===== src/rtl/param_ram_arbiter.sv =====
module param_ram_arbiter #(
  parameter int MAX_WAIT = 3
) (
  input  logic       clk,
  input  logic       rst,
  input  logic [1:0] eng_req,
  input  logic [1:0] eng_tstart,
  input  logic       host_req,
  input  logic       xfer_req,
  input  logic       xfer_busy,
  output logic [1:0] gnt_eng,
  output logic       gnt_host,
  output logic       gnt_xfer,
  output logic       ram_en,
  output logic [1:0] ram_sel,
  output logic       slot_owner,
  output logic [1:0] pair_phase
);

  logic       slot;
  logic [1:0] phase, done_pair, idle_last;
  logic       hs_lost;
  logic       eng_win, hs_win;

  wire er       = eng_req[slot];
  wire ts       = eng_tstart[slot];
  wire second   = er & phase[slot] & ~ts;
  wire hs_req   = host_req | xfer_req;
  wire xfer_hot = xfer_req & xfer_busy;
  wire hs_first = hs_req & (done_pair[slot] | idle_last[slot] | hs_lost);
  wire pick_x   = xfer_hot | ~host_req;

  always_comb begin
    eng_win = 1'b0;
    hs_win  = 1'b0;
    if (!rst) begin
      if (second)        eng_win = 1'b1;
      else if (xfer_hot) hs_win  = 1'b1;
      else if (hs_first) hs_win  = 1'b1;
      else if (er)       eng_win = 1'b1;
      else if (hs_req)   hs_win  = 1'b1;
    end
  end

  assign gnt_eng    = eng_win ? (slot ? 2'b10 : 2'b01) : 2'b00;
  assign gnt_host   = hs_win & ~pick_x;
  assign gnt_xfer   = hs_win & pick_x;
  assign ram_en     = eng_win | hs_win;
  assign ram_sel    = eng_win ? {1'b0, slot} : (hs_win ? {1'b1, pick_x} : 2'b00);
  assign slot_owner = slot;
  assign pair_phase = phase;

  always_ff @(posedge clk) begin
    if (rst) begin
      slot      <= 1'b0;
      phase     <= 2'b00;
      done_pair <= 2'b00;
      idle_last <= 2'b11;
      hs_lost   <= 1'b0;
    end else begin
      slot            <= ~slot;
      hs_lost         <= hs_req & ~hs_win;
      done_pair[slot] <= eng_win & phase[slot] & ~ts;
      idle_last[slot] <= ~(eng_win | hs_win);
      if (eng_win)  phase[slot] <= ts ? 1'b1 : ~phase[slot];
      else if (ts)  phase[slot] <= 1'b0;
    end
  end

  logic [2:0] wait_cnt;
  always_ff @(posedge clk) begin
    if (rst) wait_cnt <= '0;
    else if (hs_req && !hs_win) wait_cnt <= wait_cnt + 3'd1;
    else wait_cnt <= '0;
  end

  a_r1_onehot: assert property (@(posedge clk) disable iff (rst)
    $onehot0({gnt_eng, gnt_host, gnt_xfer}) && (ram_en == ($countones({gnt_eng, gnt_host, gnt_xfer}) == 1)));

  a_r2_alternate: assert property (@(posedge clk) disable iff (rst)
    1'b1 |=> slot_owner != $past(slot_owner));

  a_r2_own_slot: assert property (@(posedge clk) disable iff (rst)
    gnt_eng[~slot_owner] == 1'b0);

  a_r3_second_wins: assert property (@(posedge clk) disable iff (rst)
    (eng_req[slot_owner] && pair_phase[slot_owner] && !eng_tstart[slot_owner]) |-> gnt_eng[slot_owner]);

  a_r8_phase_flip0: assert property (@(posedge clk) disable iff (rst)
    (gnt_eng[0] && !eng_tstart[0]) |=> pair_phase[0] != $past(pair_phase[0]));

  a_r9_tstart_first: assert property (@(posedge clk) disable iff (rst)
    (gnt_eng[1] && eng_tstart[1]) |=> pair_phase[1]);

  a_r10_bounded_wait: assert property (@(posedge clk) disable iff (rst)
    ((host_req || xfer_req) && !gnt_host && !gnt_xfer) |-> wait_cnt < 3'(MAX_WAIT));

endmodule


===== config.mk =====
export PLATFORM = sky130hd
export DESIGN_NAME = param_ram_arbiter
export DESIGN_NICKNAME = d
export VERILOG_FILES = /design/src/rtl/param_ram_arbiter.sv
export SDC_FILE = /design/constraint.sdc
export NUM_CORES = 1
export LEC_CHECK = 0
export BUFFER_PORTS_ARGS = -buffer_cell sky130_fd_sc_hd__buf_2
export CORE_AREA = 2 2 39 41
export DETAILED_ROUTE_END_ITERATION = 8
export DIE_AREA = 0 0 41 43
export GPL_TIMING_DRIVEN = 0
export PLACE_DENSITY = 0.65
export SYNTH_ARGS = -nofsm -noshare
export SYNTH_HDL_FRONTEND = slang
export SYNTH_SLANG_ARGS = --single-unit

===== constraint.sdc =====
create_clock -name clk -period 1.48 [get_ports clk]
set_clock_uncertainty 0.05 [all_clocks]
set_input_delay 0.296 -clock clk [delete_from_list [all_inputs] [get_ports clk]]
set_output_delay 0.296 -clock clk [all_outputs]
set_load 0.01 [all_outputs]

== Word level (Yosys, flattened, before mapping) ==
Index checks and enable logic that the tools add are counted.

* Register bits: 8
* Output and inout port bits: 10
* Input bits: 9

* Multiplexer cells: 33
* $lt $le $gt $ge: 2
* Reductions and logical operators: 2
* Bitwise operators: 23

{| class="wikitable"
|+ Operators by type and width
! kind !! number
|-
| $mux W1 || 23
|-
| $mux W2 || 6
|-
| $and A1 B1 Y1 || 9
|-
| $not A1 Y1 || 7
|-
| $bwmux W2 || 3
|-
| $or A1 B1 Y1 || 5
|-
| $and A2 B2 Y2 || 1
|-
| $lt A1 B2 Y1 const B || 1
|-
| $not A2 Y2 || 1
|-
| $reduce_bool A2 Y1 || 1
|-
| $demux W1 S1 || 1
|-
| $ge A1 B1 Y1 const B || 1
|-
| $logic_and A1 B1 Y1 || 1
|}

== Logic depth before layout (Yosys ltp) ==
Gate-level depths: netlist of the first run.

* Word-level depth: 12
* Gate-level depth with buffers: 5
* Mapped depth without buffers: 4

== Worst setup path before layout of the first run ==
Ideal clock, no wire load.

* Path kind: register to output
* Start point: register slot, in the netlist slot_owner
* End point: output gnt_host
* Arrival time: 1,386 ps
* Path slack: -252 ps
* Required time: 1,134 ps
* Stages on the path, launching flop included: 6
* Cells stage by stage: dfxtp_1 > buf_6 > nor3b_2 > a21oi_1 > a21oi_2 > nor4b_1

* Cells in the longest elaborated chain, start to end: 10
* Elaborated cells between the ends (all ways): 22
* Those cells by class: 15 x mux; 7 x bitwise

{| class="wikitable"
|+ RTL lines
! element !! RTL line !! source
|-
| start: declaration || 20 || <nowiki>logic slot;</nowiki>
|-
| start signal: assignment || 61 || <nowiki>slot <= ~slot;</nowiki>
|-
| $mux W1 (implied by the code) (2 in series) || 30 || <nowiki>wire hs_first = hs_req & (done_pair[slot] | idle_last[slot] | hs_lost);</nowiki>
|-
| $or A1 B1 Y1 (2 in series) || 30 ||
|-
| $and A1 B1 Y1 || 30 ||
|-
| $mux W1 || 39 || <nowiki>else if (hs_first) hs_win = 1'b1;</nowiki>
|-
| $mux W1 || 38 || <nowiki>else if (xfer_hot) hs_win = 1'b1;</nowiki>
|-
| $mux W1 * || 37 || <nowiki>if (second) eng_win = 1'b1;</nowiki>
|-
| $mux W1 * || 36 || <nowiki>if (!rst) begin</nowiki>
|-
| $and A1 B1 Y1 * || 46 || <nowiki>assign gnt_host = hs_win & ~pick_x;</nowiki>
|-
| end: declaration || 12 || <nowiki>output logic gnt_host,</nowiki>
|}

Every way passes the cells marked *; elsewhere a longest branch is shown, timed or not. The select of a mux whose other input is x is not followed.

== Worst setup path after layout of the first run ==
* Start point: register phase[0], in the netlist pair_phase[0]
* End point: output ram_sel[0]

* Cells in the longest elaborated chain, start to end: 8
* Elaborated cells between the ends (all ways): 10
* Those cells by class: 8 x mux; 2 x bitwise

{| class="wikitable"
|+ RTL lines
! element !! RTL line !! source
|-
| start: declaration || 21 || <nowiki>logic [1:0] phase, done_pair, idle_last;</nowiki>
|-
| start signal: indexed assignment || 65 || <nowiki>if (eng_win) phase[slot] <= ts ? 1'b1 : ~phase[slot];</nowiki>
|-
| $mux W1 (implied by the code) * (2 in series) || 27 || <nowiki>wire second = er & phase[slot] & ~ts;</nowiki>
|-
| $and A1 B1 Y1 * (2 in series) || 27 ||
|-
| $mux W1 || 37 ||
|-
| $mux W1 || 36 ||
|-
| $mux W2 || 49 || <nowiki>assign ram_sel = eng_win ? {1'b0, slot} : (hs_win ? {1'b1, pick_x} : 2'b00);</nowiki>
|-
| $mux W2 * || 49 ||
|-
| end: declaration || 15 || <nowiki>output logic [1:0] ram_sel,</nowiki>
|}

Marks and branches as above.

==> reports/qor.yml, run 1 <==
pin_count: 19
rows: 14
grt_max_degree: 11
syn_area_um2: 487
reg2regPathDepth: 5
pwr_density_cell_nw_per_um2: 786
ys_seq_area_frac: 0.329
die-height_um: 43
pre_cts_slack_ns: -0.348
combPwrFrac: 0.241
synth_cell_types: 29
crit_required_ns: 1.13
synthTopCellsByCount: "8 x dfxtp_1, 5 x a21oi_1, 5 x nor2_1, 4 x inv_1, 3 x nand2_1"
via_per_inst: 5.08
coreArea_um2: 1380
cp-start-kind: "flip-flop"
p_int_uw: 381
cp_max_fo: 5
slew_headroom: 0.706
route.detailed.drc: 0
synth_seq_cells: 8
post-route-min-period_ns: 1.89
die_w_um: 41
synth_top_area_frac: 0.329
violations: "setup timing"
ys.flop_type: "dfxtp_1"
status: "finished with violations"
initial_core_util: 0.352
setup_viol: 7
synth_edf_count: 0
synth_nets: 65
min_path_cells: 2
place.gp.congestion: 0.699
ys_warn_count: 0
slew_violations: 0
clockPowerShare: 0.322
worst_pin_slew_ns: 0.437
grt_overflow: 0
cp.arrival_ns: 1.54
yosysMostFrequentCell: "dfxtp_1"
wire_per_inst_um: 11.0
syn_to_final_growth_pct: 40.9
peakVddDrop_uv: 402
dp_hpwl_um: 772
rsz0062_at_grt: "yes"
grtUsageTotal: 0.142
finalWirelength_mm: 1.04
cts_buffers: 3
synth_area_leaders: "dfxtp_1 33%, a21oi_1 5.1%, nor3b_2 5.1%, mux2i_1 4.1%, nor2_1 3.9%"
n_antenna_cell: 0
grt_pass1_vias: 397
met3_usage: 0.0628
avgSynthCellArea_um2: 8.69
p_sw_frac: 0.293
postLayoutCellArea_um2: 686
syn_inst: 56
dpl_cell_area_um2: 623
antenna_found_initial: 0
dieArea_um2: 1760
p_leak_nw: 0.297
met2_usage: 0.219
port_buffers: 18
async_flop_share: 0
ant_nets: 0
grt_busiest_layer: "met2"
clock_tree.buffer_depth: 2
first_pass_iters: 4
vias: 483
synth_area_leader_cell: "dfxtp_1"
worstSetupPathType: "flip-flop to output port"
seq_power_share: 0.437
cts-root-buf: "clkbuf_4"
hp-class: "input port to flip-flop"
fmax_mhz: 530
drtIter0Drc: 3
drive_above_1_share: 0.532
setup_ws_ns: -0.406
crit_path_end_kind: "output port"
maxCapViolations: 0
clkSinkCount: 8
htree_levels: 1
cts_tree: "done"
p_sw_uw: 158
total_power_uw: 539
fin_nets: 90
met1_usage: 0.161
clkTransAtPathRegs_ns: 0.06
insertion_delay_ns: 0.26
ctsHoldBuffers: 0
post-route-period-util: 1.27
grt_first_pass_wirelength_mm: 1.67
finalHoldViolCount: 0
n_fill_cell: 136
[critical path: stages (launching register included)]
cell and delay, ns:
dfxtp_2 0.33, nor3b_2 0.15, a21oi_2 0.23, a21oi_4 0.12, o41ai_2 0.27, buf_2 0.17
[cells in the final DEF, fill, tap and decap left out, types with 2 or more instances in the layout]
cell       n
a211o_1    2
a21oi_1    4
buf_2     18
buf_4      2
clkbuf_4   3
dfxtp_1    5
dfxtp_2    2
inv_1      3
mux2i_1    2
nand2_1    3
nand2b_1   2
nor2_1     3
nor2_2     2
o21ai_0    2
o21ai_2    2
[logic make-up after synthesis]
logic type | Yosys count | synth area share
compound gates | 18 | 0.278
buf+inv | 7 | 0.0694
flops | 8 | 0.329
mux | 2 | 0.0411
simple gates | 21 | 0.283
[power by group through the flow]
stage	clock (mW)	combinational [mW]	sequential [mW]
6_report	0.173	0.130	0.236
5_1_grt	0.184	0.144	0.238
4_1_cts	0.182	0.131	0.236
3_5_place_dp	0	0.124	0.237
3_3_place_gp	0	0.125	0.237
2_1_floorplan	0	0.0797	0.239
[routing by layer]
metal | part of all wire | wire length [µm]
met1 | 0.43 | 445
met2 | 0.52 | 543
met3 | 0.054 | 56
met4 | 0 | 0
met5 | 0 | 0
[worst paths after layout]
| path | end | startpoint | slack, ns |
|---|---|---|---|
| setup reg to reg | pair_phase[1] | slot_owner | 0.09 |
| setup / recovery | ram_sel[0] | pair_phase[0] | -0.41 |
| hold / removal | slot_owner | rst | 0.20 |
| hold reg to reg | pair_phase[1] | pair_phase[1] | 0.45 |
[what timing repair did]
action | 4_1_cts | 5_1_grt
setup buffers | 3 | 0
pin swaps | 4 | 0
resized for setup | 10 | 0
setup endpoints to repair | 7 | 7
[state kept, by name (all words and copies together) (netlist names)]
| register | count |
|---|---|
| done_pair | 2 |
| slot_owner | 1 |
| idle_last | 2 |
| hs_lost | 1 |
| pair_phase | 2 |
[metrics by stage]
step                      instances  hold slack (ns)  utilization  setup TNS, ns
final                            95            0.202        0.495          -2.09
after global routing             95            0.212        0.495          -2.73
after CTS                        95            0.199        0.495          -2.20
after global placement           90            0.439        0.450          -1.12
after floorplan                  56            0.317            -         -0.395
after detailed placement         90            0.446        0.450          -1.10
[cell type report]
cell class,instances,area (µm²),area share
timing repair buffer,21,116,0.170
clock buffer,3,22.5,0.0328
buffer,2,17.5,0.0255
sequential,8,166,0.243
tap,16,20.0,0.0292
inverter,4,15.0,0.0219
multi-input combinational,41,328,0.478
Power figures use the tool's default switching activity.
==> inputs of run 2 (changes only) <==
--- a/config.mk
+++ b/config.mk
@@ -11,6 +11,7 @@
 export DIE_AREA = 0 0 41 43
 export GPL_TIMING_DRIVEN = 0
 export PLACE_DENSITY = 0.65
+export SKIP_CTS_REPAIR_TIMING = 1
 export SYNTH_ARGS = -nofsm -noshare
 export SYNTH_HDL_FRONTEND = slang
 export SYNTH_SLANG_ARGS = --single-unit
==> reports/qor.yml, run 2 (synthesis results as in run 1) <==
area.sequential_um2: 165  # -0.75%
cp-start-kind: "flip-flop"
slew_violations: 0  # unchanged
port_buffers: 18  # unchanged
ant_nets: 0  # unchanged
grt_first_pass_wirelength_mm: 1.60  # -4.1%
hp-class: "input port to flip-flop"
post-route-period-util: 1.29  # +0.0106
die-height_um: 43  # unchanged
rows: 14  # unchanged
first_pass_iters: 4  # unchanged
maxCapViolations: 0  # unchanged
clock_tree.buffer_depth: 2  # unchanged
worst_pin_slew_ns: 0.437  # -0.000333 ns
clkSinkCount: 8  # unchanged
cts_tree: "done"
grt_pass1_vias: 381  # -4.0%
whs_ns: 0.220  # +0.0189 ns
cts-root-buf: "clkbuf_4"
fin_nets: 92  # +2.2%
n_fill_cell: 133  # -2.2%
grt_max_degree: 11  # unchanged
syn_to_final_growth_pct: 44.7
vias: 496  # +2.7%
htree_levels: 1  # unchanged
final_common_cell: "buf_2"
pwr_density_cell_nw_per_um2: 773  # -1.8%
antenna_found_initial: 0  # unchanged
grtUsageTotal: 0.136  # -0.00603
cts_buffers: 3  # unchanged
post-route-min-period_ns: 1.90  # +0.0157 ns
dp_hpwl_um: 772  # unchanged
finalWirelength_mm: 1.12  # +7.1%
cp_max_fo: 6  # +1
peakVddDrop_uv: 395  # -1.7%
post-route-util: 0.509  # +0.0136
slew_headroom: 0.706  # about the same
worstSetupPathType: "flip-flop to output port"
drtIter0Drc: 11  # +8
coreArea_um2: 1380  # unchanged
crit_required_ns: 1.13  # about the same
route.detailed.drc: 0  # unchanged
final_cells: 97  # +2.1%
place.gp.congestion: 0.699  # unchanged
dieArea_um2: 1760  # unchanged
via_per_inst: 5.11  # +0.57%
initial_core_util: 0.352  # unchanged
insertion_delay_ns: 0.26  # about the same
rsz0062_at_grt: "yes"
setup_ws_ns: -0.422  # -0.0157 ns
clkTransAtPathRegs_ns: 0.06  # about the same
die_w_um: 41  # unchanged
setup_viol: 8  # +1
violations: "setup timing"
layout_common_cells: "17 x buf_2, 6 x dfxtp_1, 4 x a21oi_1, 4 x nor2_1, 4 x buf_4"
finalHoldViolCount: 0  # unchanged
dp_cells: 90  # unchanged
crit_path_end_kind: "output port"
p_leak_nw: 0.302  # +2.0%
fmax_mhz: 526  # -0.83%
multiInputGateArea_um2: 343  # +4.6%
drive_above_1_share: 0.519  # -0.0131
grt_overflow: 0  # unchanged
wire_per_inst_um: 11.5  # +4.9%
n_antenna_cell: 0  # unchanged
status: "finished with violations"
pin_count: 19  # unchanged
cp.arrival_ns: 1.56  # +0.02 ns
[run 2: cell count changes in the layout (fill, tap and decap cells not counted), sizes merged]
cell / change
buf: +1
clkbuf: +1
[run 2: stage by stage]
stage	setup WS, ns	power (mW)	instance area [µm²]	setup TNS [ns]
after CTS	-0.538	0.539	646	-2.91
after global placement	-0.343	0.362	623	-1.12
final	-0.422	0.544	704	-2.33
after detailed placement	-0.348	0.362	623	-1.10
after floorplan	-0.148	0.319	513	-0.395
after global routing	-0.497	0.571	704	-2.98
[run 2: power by group]
group,switching (mW),internal [mW]
Clock,0.0789,0.0931
Combinational,0.0711,0.0645
Sequential,0.0112,0.225
Total,0.161,0.383
[run 2: final timing paths]
path,cells after the start,slack [ns],from,end
hold reg to reg,2,0.45,done_pair[1],done_pair[1]
hold / removal,2,0.22,rst,slot_owner
setup reg to reg,6,-0.03,slot_owner,pair_phase[0]
setup / recovery,5,-0.42,slot_owner,ram_sel[0]
[run 2: cell type report]
cell class | instances | area share
Multi-Input combinational cell | 41 | 0.487
Timing Repair Buffer | 23 | 0.187
Buffer | 2 | 0.0107
Clock buffer | 3 | 0.0320
Tap cell | 16 | 0.0284
Sequential cell | 8 | 0.234
Inverter | 4 | 0.0213
[run 2: per-layer routing]
layer / vias up / track usage / part of all wire
li1: 253 / - / -
met3: 0 / 0.0628 / 0.048
met1: 232 / 0.161 / 0.43
met5: - / 0 / 0
met2: 11 / 0.200 / 0.52
met4: 0 / 0.0600 / 0
[run 2: worst max-delay path, stage by stage (launching register included)]
cell and delay (ns):
dfxtp_4 0.38, nor3b_4 0.16, o21ai_2 0.21, a21oi_4 0.11
o41ai_2 0.27, buf_2 0.17
==> inputs of run 3 (changes only) <==
--- a/config.mk
+++ b/config.mk
@@ -6,11 +6,14 @@
 export NUM_CORES = 1
 export LEC_CHECK = 0
 export BUFFER_PORTS_ARGS = -buffer_cell sky130_fd_sc_hd__buf_2
-export CORE_AREA = 2 2 39 41
+export CELL_PAD_IN_SITES_DETAIL_PLACEMENT = 1
+export CELL_PAD_IN_SITES_GLOBAL_PLACEMENT = 1
+export CORE_MARGIN = 2
+export CORE_UTILIZATION = 29
+export CTS_CLUSTER_DIAMETER = 150
 export DETAILED_ROUTE_END_ITERATION = 8
-export DIE_AREA = 0 0 41 43
 export GPL_TIMING_DRIVEN = 0
-export PLACE_DENSITY = 0.65
+export PLACE_DENSITY_LB_ADDON = 0.1
 export SKIP_CTS_REPAIR_TIMING = 1
 export SYNTH_ARGS = -nofsm -noshare
 export SYNTH_HDL_FRONTEND = slang
==> reports/qor.yml, run 3 (synthesis results as in run 1) <==
place.gp.congestion: 0.666  # -4.7%
clkSinkCount: 8  # unchanged
route.detailed.drc: 0  # unchanged
p_leak_nw: 0.295  # -2.6%
vias: 491  # -1.0%
clkTransAtPathRegs_ns: 0.06  # about the same
grt_max_degree: 11  # unchanged
max_stage_delay_ns: 0.35  # -0.03 ns
worstSetupPathType: "flip-flop to output port"
setup_tns_ns: -2.72  # -0.388 ns
drtIter0Drc: 4  # -7
cts_buffers: 3  # unchanged
post-route-util: 0.438  # -0.0707
clock_tree.buffer_depth: 2  # unchanged
n_fill_cell: 199  # +50%
pwr_density_cell_nw_per_um2: 796  # +3.0%
syn_to_final_growth_pct: 38.8
drive_above_1_share: 0.519  # about the same
crit_chain: "buf_6 > nor3_2 > o21ai_4 > a311o_1 > o41ai_2 > buf_2"
grt_pass1_vias: 464  # +22%
cts-root-buf: "clkbuf_4"
cp_max_fo: 8  # +2
htree_levels: 1  # unchanged
port_buffers: 18  # unchanged
fmax_mhz: 503  # -4.4%
fin_nets: 90  # -2.2%
n_antenna_cell: 0  # unchanged
grt_first_pass_wirelength_mm: 2.13  # +33%
worst_pin_slew_ns: 0.486  # +0.0490 ns
grt_overflow: 0  # unchanged
pin_count: 19  # unchanged
rsz0062_at_grt: "yes"
final_cells: 95  # -2.1%
insertion_delay_ns: 0.25  # about the same
finalWirelength_mm: 1.24  # +11%
peakVddDrop_uv: 474  # +20%
maxCapViolations: 0  # unchanged
post-route-min-period_ns: 1.99  # +0.0878 ns
dieArea_um2: 2020  # +15%
total_power_uw: 538  # -1.2%
hp-class: "input port to flip-flop"
crit_path_end_kind: "output port"
setup_viol: 8  # unchanged
first_pass_iters: 3  # -1
finalHoldViolCount: 0  # unchanged
cts_tree: "done"
post-route-period-util: 1.34  # +0.0593
cp.arrival_ns: 1.64  # +0.08 ns
rows: 14  # unchanged
via_per_inst: 5.17  # +1.1%
slowest_stage: "a311o_1"
ant_nets: 0  # unchanged
wire_per_inst_um: 13.1  # +14%
coreArea_um2: 1540  # +11%
cp-start-kind: "flip-flop"
dpl_cell_area_um2: 623  # unchanged
final_common_cell: "buf_2"
antenna_found_initial: 0  # unchanged
die_w_um: 45.0  # +9.7%
slew_violations: 0  # unchanged
setup_ws_ns: -0.510  # -0.0878 ns
violations: "setup timing"
slew_headroom: 0.676  # -0.0300
layout_common_cells: "19 x buf_2, 7 x dfxtp_1, 4 x a21oi_1"
dp_cells: 90  # unchanged
die-height_um: 45.0  # +4.6%
dp_hpwl_um: 974  # +26%
initial_core_util: 0.316  # -0.0360
postLayoutCellArea_um2: 676  # -4.1%
grtUsageTotal: 0.143  # +0.00753
status: "finished with violations"
crit_required_ns: 1.13  # about the same
[run 3: final cells by class]
class / instances / area [µm²] / area share
Multi-Input combinational cell: 41 / 332 / 0.491
Clock buffer: 3 / 22.5 / 0.0333
Buffer: 3 / 20.0 / 0.0296
Sequential cell: 8 / 161 / 0.239
Timing Repair Buffer: 20 / 105 / 0.156
Inverter: 4 / 15.0 / 0.0222
Tap cell: 16 / 20.0 / 0.0296
[run 3: worst max-delay path, delay by kind of cell, from the launching register on]
family | cells | cell delay (ns)
compound gates | 3 | 0.53
buf+inv | 2 | 0.30
flops | 1 | 0.32
simple gates | 1 | 0.24
[run 3: final timing paths]
path              cells past startpoint    startpoint  slack (ns)            end
setup reg to reg                      6    slot_owner       -0.03  pair_phase[1]
hold reg to reg                       2  idle_last[0]        0.46   idle_last[0]
setup / recovery                      6    slot_owner       -0.51     ram_sel[0]
hold / removal                        2           rst        0.22     slot_owner
[run 3: report_power, final]
part	internal (mW)	switching [mW]	leakage, nW
registers	0.226	0.00735	0.0656
clock network	0.0929	0.0756	0.0138
logic	0.0623	0.0737	0.215
[run 3: metal layers]
metal / global-route usage / vias up / wire length [µm]
met5: 0 / - / 0
met4: 0.0706 / 0 / 10
met3: 0.0120 / 2 / 81
met2: 0.211 / 15 / 561
met1: 0.207 / 225 / 590
li1: - / 249 / -
[run 3: per-stage QoR]
step,hold WS [ns],setup WS [ns]
4_1_cts,0.231,-0.555
3_5_place_dp,0.452,-0.373
6_report,0.222,-0.510
5_1_grt,0.226,-0.602
2_1_floorplan,0.317,-0.148
3_3_place_gp,0.443,-0.369
